**src/rtl/lsu_lane_pkg.sv**
```systemverilog
package lsu_lane_pkg;
  localparam int DATA_W    = 32;
  localparam int LANE_W    = 8;
  localparam int NUM_LANES = DATA_W / LANE_W;
  localparam int OFF_W     = $clog2(NUM_LANES);
  localparam int HALF_W    = 2 * LANE_W;

  typedef enum logic [1:0] {
    SZ_BYTE = 2'b00,
    SZ_HALF = 2'b01,
    SZ_WORD = 2'b10,
    SZ_RSVD = 2'b11
  } acc_size_e;

  // Strobes from the decode side to the lane datapath
  typedef struct packed {
    logic                 misalign;
    logic [NUM_LANES-1:0] laneEn;
    logic [OFF_W-1:0]     laneIdx;
    logic                 pickByte;
    logic                 pickHalf;
    logic                 signExt;
  } lane_ctrl_t;
endpackage

```
**src/rtl/lsu_lane_ctrl.sv**
```systemverilog
module lsu_lane_ctrl
  import lsu_lane_pkg::*;
(
  input  acc_size_e        sizeCode,
  input  logic [OFF_W-1:0] offset,
  input  logic             wantSigned,
  output lane_ctrl_t       strobes
);
  localparam logic [NUM_LANES-1:0] ALL_LANES  = '1;
  localparam logic [NUM_LANES-1:0] TOP_LANE   = {1'b1, {(NUM_LANES-1){1'b0}}};
  localparam logic [NUM_LANES-1:0] TOP_PAIR   = {2'b11, {(NUM_LANES-2){1'b0}}};

  logic                 badAddr;
  logic [NUM_LANES-1:0] rawEn;

  always_comb begin
    badAddr = 1'b0;
    rawEn   = '0;
    unique case (sizeCode)
      SZ_BYTE: begin
        badAddr = 1'b0;
        rawEn   = TOP_LANE >> offset;
      end
      SZ_HALF: begin
        badAddr = offset[0];
        rawEn   = TOP_PAIR >> offset;
      end
      SZ_WORD: begin
        badAddr = (offset != '0);
        rawEn   = ALL_LANES;
      end
      default: begin
        badAddr = 1'b1;
        rawEn   = '0;
      end
    endcase
  end

  always_comb begin
    strobes.misalign = badAddr;
    strobes.laneEn   = badAddr ? '0 : rawEn;
    strobes.laneIdx  = offset;
    strobes.pickByte = (sizeCode == SZ_BYTE);
    strobes.pickHalf = (sizeCode == SZ_HALF);
    strobes.signExt  = wantSigned;
  end
endmodule

```
**src/rtl/lsu_lane_dp.sv**
```systemverilog
module lsu_lane_dp
  import lsu_lane_pkg::*;
(
  input  lane_ctrl_t        strobes,
  input  logic [DATA_W-1:0] regValue,
  input  logic [DATA_W-1:0] memWord,
  output logic [DATA_W-1:0] memWrite,
  output logic [DATA_W-1:0] regResult
);
  localparam int NUM_HALVES = NUM_LANES / 2;

  // Lanes indexed by big-endian offset: laneByOff[0] is the top lane
  logic [LANE_W-1:0] laneByOff [NUM_LANES];
  logic [HALF_W-1:0] halfByIdx [NUM_HALVES];

  for (genvar gi = 0; gi < NUM_LANES; gi++) begin : g_lane
    assign laneByOff[gi] = memWord[(NUM_LANES-1-gi)*LANE_W +: LANE_W];
  end

  for (genvar gh = 0; gh < NUM_HALVES; gh++) begin : g_half
    assign halfByIdx[gh] = memWord[(NUM_HALVES-1-gh)*HALF_W +: HALF_W];
  end

  logic [LANE_W-1:0] selByte;
  logic [HALF_W-1:0] selHalf;
  logic [DATA_W-1:0] extended;

  always_comb begin
    selByte = laneByOff[strobes.laneIdx];
    selHalf = halfByIdx[strobes.laneIdx[OFF_W-1:1]];
  end

  always_comb begin
    if (strobes.pickByte)
      extended = {{(DATA_W-LANE_W){strobes.signExt & selByte[LANE_W-1]}}, selByte};
    else if (strobes.pickHalf)
      extended = {{(DATA_W-HALF_W){strobes.signExt & selHalf[HALF_W-1]}}, selHalf};
    else
      extended = memWord;
    regResult = strobes.misalign ? '0 : extended;
  end

  always_comb begin
    if (strobes.pickByte)
      memWrite = {NUM_LANES{regValue[LANE_W-1:0]}};
    else if (strobes.pickHalf)
      memWrite = {NUM_HALVES{regValue[HALF_W-1:0]}};
    else
      memWrite = regValue;
  end
endmodule

```
**src/rtl/lsu_lane_top.sv**
```systemverilog
module lsu_lane_top
  import lsu_lane_pkg::*;
(
  input  logic [1:0]           accSize,
  input  logic [OFF_W-1:0]     addrLow,
  input  logic                 loadSigned,
  input  logic [DATA_W-1:0]    storeData,
  input  logic [DATA_W-1:0]    readData,
  output logic [DATA_W-1:0]    writeData,
  output logic [NUM_LANES-1:0] byteEn,
  output logic [DATA_W-1:0]    loadData,
  output logic                 misalign
);
  lane_ctrl_t ctrlStrobes;

  lsu_lane_ctrl u_ctrl (
    .sizeCode   (acc_size_e'(accSize)),
    .offset     (addrLow),
    .wantSigned (loadSigned),
    .strobes    (ctrlStrobes)
  );

  lsu_lane_dp u_dp (
    .strobes   (ctrlStrobes),
    .regValue  (storeData),
    .memWord   (readData),
    .memWrite  (writeData),
    .regResult (loadData)
  );

  assign byteEn   = ctrlStrobes.laneEn;
  assign misalign = ctrlStrobes.misalign;
endmodule

```
**config.mk**
```make
export PLATFORM = sky130hd
export DESIGN_NAME = lsu_lane_top
export DESIGN_NICKNAME = d
export VERILOG_FILES = /design/src/rtl/lsu_lane_pkg.sv /design/src/rtl/lsu_lane_ctrl.sv /design/src/rtl/lsu_lane_dp.sv /design/src/rtl/lsu_lane_top.sv
export SDC_FILE = /design/constraint.sdc
export NUM_CORES = 1
export LEC_CHECK = 0
export BUFFER_PORTS_ARGS = -buffer_cell sky130_fd_sc_hd__buf_2
export CAP_MARGIN = 20
export CORE_ASPECT_RATIO = 1.25
export CORE_UTILIZATION = 43
export DETAILED_ROUTE_END_ITERATION = 12
export PLACE_DENSITY = 0.95
export SLEW_MARGIN = 20
export SYNTH_ARGS = -nofsm -noshare
export SYNTH_HDL_FRONTEND = slang
export SYNTH_SLANG_ARGS = --single-unit
```
**constraint.sdc**
```tcl
create_clock -name vclk -period 5
set_clock_uncertainty 0.05 [all_clocks]
set_input_delay 1 -clock vclk [all_inputs]
set_output_delay 1 -clock vclk [all_outputs]
set_load 0.05 [all_outputs]
```
==> impl_metrics.yaml, run 1 <==
routing:
  wl_um: 5560
  initialDrtViolationCount: 81
  dr_total_vias: 2072
  routedWlPerCell_um: 15.1
  drt_pre_antenna_iters: 5
  drt_drc_violations_left: 0
  drt-vias-per-instance: 5.63
  antenna_left: 0
cells_and_area:
  multiInputGateArea_sq_mm: 0.00138
  antenna_fix_cells: 0
  area_growth_syn_to_layout_pct: 36.0
  post_route_cells_drive_above_1_share_pct: 52.3
  design.final.nets: 400
  sequential_area_sq_um: 0
  clockBufferCount: 0
  number_of_fill_cells_in_the_layout: 316
  n_sequential_cell: 0
synthesis:
  postSynthNetCount: 290
  syn-instance-count: 221
  syn_area_per_cell_sq_um: 7.13
  synth.lib_cells_used.distinct: 35
  synth_area_sq_mm: 0.00158
  ys_warn_count: 0
  synth-seq-area-share_pct: 0
sta:
  holdWs_ns: 2.27
  setup_violations: 0
  transition_time_of_the_tightest_slew_check_pin_ns: 0.877
  final-hold-violation-count: 0
  tns_ns: 0
  timing_max_transition_violations_final: 0
  final.period_utilization_pct: 87.3
  rsz0062_at_grt: "false"
  final_ws_setup_ns: 0.633
  relSlewSlack_pct: 41.5
  fmax_mhz: 229
  final_period_minus_worst_setup_slack_ns: 4.37
power:
  p_per_area_mw_per_mm2: 154
  power.ir.vdd_worst_mv: 0.141
  power.internal_mw: 0.0976
  pwr-share-seq_pct: 0
  swShare_pct: 70.5
  share_comb_of_total_power_pct: 100.0
  net-switching-power_mw: 0.233
  static-leakage-power_nw: 1.12
  clock_power_share_pct: 0
setup_path:
  cp-start-kind: "primary input"
  crit_fanout: 47
  cp_common_cell: "buf_2"
  timing.critical_path.required_ns: 3.95
  cpMaxStageDelayCell: "buf_2"
  path_class: "in -> out"
  worst-endpoint-arrival_ns: 3.32
  crit_path_cell_trace: "buf_2 > mux2_2 > nand4_2 > a311oi_1 > buf_2"
  setup.worst_path.end_class: "output port"
  timing.critical_path.slowest_cell_delay_ns: 0.66
global_routing:
  via_count_of_the_first_global_routing_pass: 1904
  global_route.overflow_total: 0
  grt_antenna_before_repair: 0
  overall_track_demand_over_capacity_in_global_routing_pct: 26.3
  grt_max_degree: 61
  first_pass_grt_wire_length_um: 8660
clock_network:
  post_cts.repair.setup_buffers: 0
  cts.repair.resized: 0
  cts_hold_buf: 0
min_path:
  worst_hold_startpoint: "storeData[0]"
  whs_endpoint: "writeData[0]"
  number_of_cells_on_the_worst_hold_path: 2
  worst_hold_path_type: "in -> out"
placement:
  final_weighted_congestion_in_routability_driven_placement: 0.840
  detailedPlace.worstSlack_ns: 0.667
  dp_hpwl_um: 4210
  port_buffers: 138
floorplan:
  starting_density_pct: 45.3
  die_area_sq_mm: 0.00391
  dieWidth_um: 56.2
  site_row_count: 24
  die_y_um: 69.7
  core_sq_mm: 0.00348
  ioPinCount: 138
job:
  max_cap_violations: 0
run_status:
  outcome: "completed"
[worst max path at each step]
| stage | start | endpoint | slack [ns] | depth (start not counted) |
|---|---|---|---|---|
| after global routing | addrLow[1] | loadData[9] | 0.38 | 5 |
| after detailed placement | addrLow[1] | loadData[9] | 0.67 | 5 |
| after CTS | addrLow[1] | loadData[9] | 0.66 | 5 |
| after global placement | addrLow[1] | loadData[8] | 0.80 | 5 |
| final | addrLow[1] | loadData[9] | 0.63 | 5 |
| after floorplan | accSize[1] | loadData[10] | 0.95 | 4 |
[metrics by stage]
step	power, mW	util (%)	instance area [sq um]	cells
after floorplan	0.252	-	1580	221
after global placement	0.325	61.6	2140	368
after detailed placement	0.330	61.6	2140	368
after CTS	0.331	61.6	2140	368
after global routing	0.349	61.6	2140	368
final	0.331	61.6	2140	368
[cell families after synthesis]
| kind of cell | Yosys count | synth area share (%) |
|---|---|---|
| mux | 48 | 31.9 |
| simple gates | 72 | 27.5 |
| xor+xnor | 1 | 0.556 |
| buf+inv | 34 | 12.5 |
| compound gates | 66 | 27.5 |
[power groups by stage]
stage	Clock, mW	Sequential [mW]	Combinational [mW]
after global placement	0	0	0.325
after CTS	0	0	0.331
after global routing	0	0	0.349
after detailed placement	0	0	0.330
after floorplan	0	0	0.252
final	0	0	0.331
[cells in the mapped netlist, types with 2 or more instances]
| master | n | area, sq um |
|---|---|---|
| mux2i_1 | 30 | 300 |
| buf_6 | 3 | 33.8 |
| nand2_1 | 8 | 30.0 |
| o21ai_0 | 12 | 60.1 |
| a311oi_1 | 7 | 61.3 |
| o21a_1 | 7 | 52.6 |
| buf_2 | 8 | 40.0 |
| nor2_1 | 10 | 37.5 |
| buf_1 | 3 | 11.3 |
| nor2b_1 | 30 | 188 |
| a21oi_1 | 26 | 130 |
| nand2b_1 | 2 | 12.5 |
| mux2_2 | 18 | 203 |
| o32a_1 | 7 | 70.1 |
| buf_4 | 10 | 75.1 |
| nor3_1 | 7 | 35.0 |
| clkbuf_1 | 9 | 33.8 |
| or3b_2 | 7 | 61.3 |
[layout by cell type (no fill, tap or decap), drive strengths merged, types with 2 or more instances in the layout]
cell type    n
o21a         7
buf        141
a311oi       7
mux2        18
o32a         7
mux2i       30
or3b         8
nor2b       30
nand2        8
o21ai       12
a21oi       26
a31oi        2
nor3         7
nor2        10
nand2b       2
[area by class of cell]
type / instances / share of cell area, %
inverter: 1 / 0.175
tap: 39 / 2.28
multi-input combinational: 187 / 64.3
timing repair buffer: 141 / 33.3
[layer usage]
layer / share of wire [%] / wire (um) / track usage [%] / vias up
met4: 0.95 / 53 / 2.44 / 0
met5: 0 / 0 / 0 / -
met3: 7.9 / 438 / 1.87 / 6
met1: 40 / 2210 / 33.1 / 941
li1: - / - / - / 1023
met2: 51 / 2860 / 49.7 / 102
[critical path: cells and delay by family]
family,cells,cell delay [ns]
buffers and inverters,2,0.98
AOI/OAI and AO/OA,1,0.45
and+or+nand+nor,1,0.53
muxes,1,0.34
Power figures use the tool's default switching activity.
==> inputs of run 2 (changes only) <==
Settings changed: CORE_UTILIZATION 43 to 40, PLACE_DENSITY 0.95 to 0.83.
Clock period 5 ns to 4.13 ns, I/O delays scaled along.
==> run 2 against run 1 <==
Against the previous run:
- hold slack got worse by 0.35 ns
- power rose by 21%
- setup slack got worse by 0.22 ns
- final area rose by 1.6%
- sequential cell count did not move
- first-iteration DRC count rose by 80%
- critical endpoint is now loadData[11]
- largest power group unchanged
- sequential share of layout area did not move
- global-route usage fell by 1.3 points
- clock-buffer cell count did not move
- critical path depth did not move
==> impl_metrics.yaml, run 2 (synthesis results as in run 1) <==
cells_and_area:
  clockBufferCount: 0
  layout_common_cells: "138 x buf_2, 30 x nor2b_1, 30 x mux2i_1"
  sequential_area_sq_um: 0
  area_growth_syn_to_layout_pct: 38.2
  layout_commonest_cell: "buf_2"
  design.final.nets: 402
  post_route_cells_drive_above_1_share_pct: 52.6
  antenna_fix_cells: 0
  finalNonFillerCells: 385
  n_sequential_cell: 0
routing:
  drt_drc_violations_left: 0
  routedWlPerCell_um: 14.0
  drt-vias-per-instance: 5.38
  drt_pre_antenna_iters: 4
  wl_um: 5400
  antenna_left: 0
  dr_total_vias: 2072
  initialDrtViolationCount: 146
floorplan:
  die_area_sq_mm: 0.00420
  ioPinCount: 138
  die_y_um: 72.2
  dieWidth_um: 58.2
  core_sq_mm: 0.00378
  site_row_count: 25
  starting_density_pct: 41.7
setup_path:
  crit_fanout: 26
  cp-start-kind: "primary input"
  path_class: "in -> out"
  timing.critical_path.required_ns: 3.25
  setup.worst_path.end_class: "output port"
  worst-endpoint-arrival_ns: 2.84
global_routing:
  grt_util_met1_pct: 30.6
  via_count_of_the_first_global_routing_pass: 1908
  overall_track_demand_over_capacity_in_global_routing_pct: 25.0
  grt-busiest-layer: "met2"
  globalRouteMet2Util_pct: 46.6
  grt_antenna_before_repair: 0
  grt_max_degree: 43
  first_pass_grt_wire_length_um: 8470
  global_route.overflow_total: 0
  global_route.usage.met3_pct: 3.03
clock_network:
  post_cts.repair.setup_buffers: 0
  cts.repair.resized: 0
  cts_hold_buf: 0
placement:
  detailedPlace.worstSlack_ns: 0.442
  post-place-cells: 385
  dp_hpwl_um: 4330
  port_buffers: 138
  final_weighted_congestion_in_routability_driven_placement: 0.873
sta:
  fmax_mhz: 269
  final-hold-violation-count: 0
  rsz0062_at_grt: "false"
  final_period_minus_worst_setup_slack_ns: 3.72
  final.period_utilization_pct: 90.0
  holdWs_ns: 1.92
  tns_ns: 0
  timing_max_transition_violations_final: 0
  setup_violations: 0
  transition_time_of_the_tightest_slew_check_pin_ns: 0.750
  final_ws_setup_ns: 0.412
  relSlewSlack_pct: 49.9
job:
  max_cap_violations: 0
min_path:
  whs_endpoint: "writeData[4]"
  number_of_cells_on_the_worst_hold_path: 2
  worst_hold_path_type: "in -> out"
  worst_hold_startpoint: "storeData[4]"
power:
  p_per_area_mw_per_mm2: 184
  static-leakage-power_nw: 1.13
  power.ir.vdd_worst_mv: 0.160
run_status:
  outcome: "completed"
run 2: changes by cell type in the layout (fill, tap and decap cells not counted):
cell,change
buf_4,+2
run 2: metal layers:
metal  vias up  part of all wire (%)
met2       108                    50
met4         0                   1.6
met3         8                   8.8
li1       1028                     -
met5         -                     0
met1       928                    39
run 2: area by class of cell:
type                            count  area [sq um]
Fill cell                         385          1610
Multi-Input combinational cell    187          1380
Timing Repair Buffer              143           728
Tap cell                           54          67.6
Inverter                            1          3.75
run 2: stage by stage:
step | cell area [sq um] | power, mW | util, %
2_1_floorplan | 1580 | 0.305 | -
3_3_place_gp | 2180 | 0.397 | 57.6
3_5_place_dp | 2180 | 0.400 | 57.6
4_1_cts | 2180 | 0.401 | 57.6
5_1_grt | 2180 | 0.424 | 57.6
6_report | 2180 | 0.400 | 57.6
run 2: power breakdown:
| group | internal (mW) | switching, mW | leakage, nW |
|---|---|---|---|
| combinational | 0.119 | 0.281 | 1.13 |
| sequential | 0 | 0 | 0 |
| clock | 0 | 0 | 0 |
run 2: how the worst max path moves through the flow:
stage                from  slack (ns)      endpoint  cells past startpoint
2_1_floorplan  accSize[1]        0.42  loadData[10]                      4
3_3_place_gp   addrLow[1]        0.50  loadData[11]                      5
3_5_place_dp   addrLow[1]        0.44  loadData[11]                      5
4_1_cts        addrLow[1]        0.44  loadData[11]                      5
5_1_grt        addrLow[1]        0.30  loadData[11]                      5
6_report       addrLow[1]        0.41  loadData[11]                      5
run 2: worst max-delay path, stage by stage:
cell and delay [ns]:
buf_2 0.39, mux2_2 0.29, nand4_2 0.53, a311oi_1 0.48
buf_2 0.32
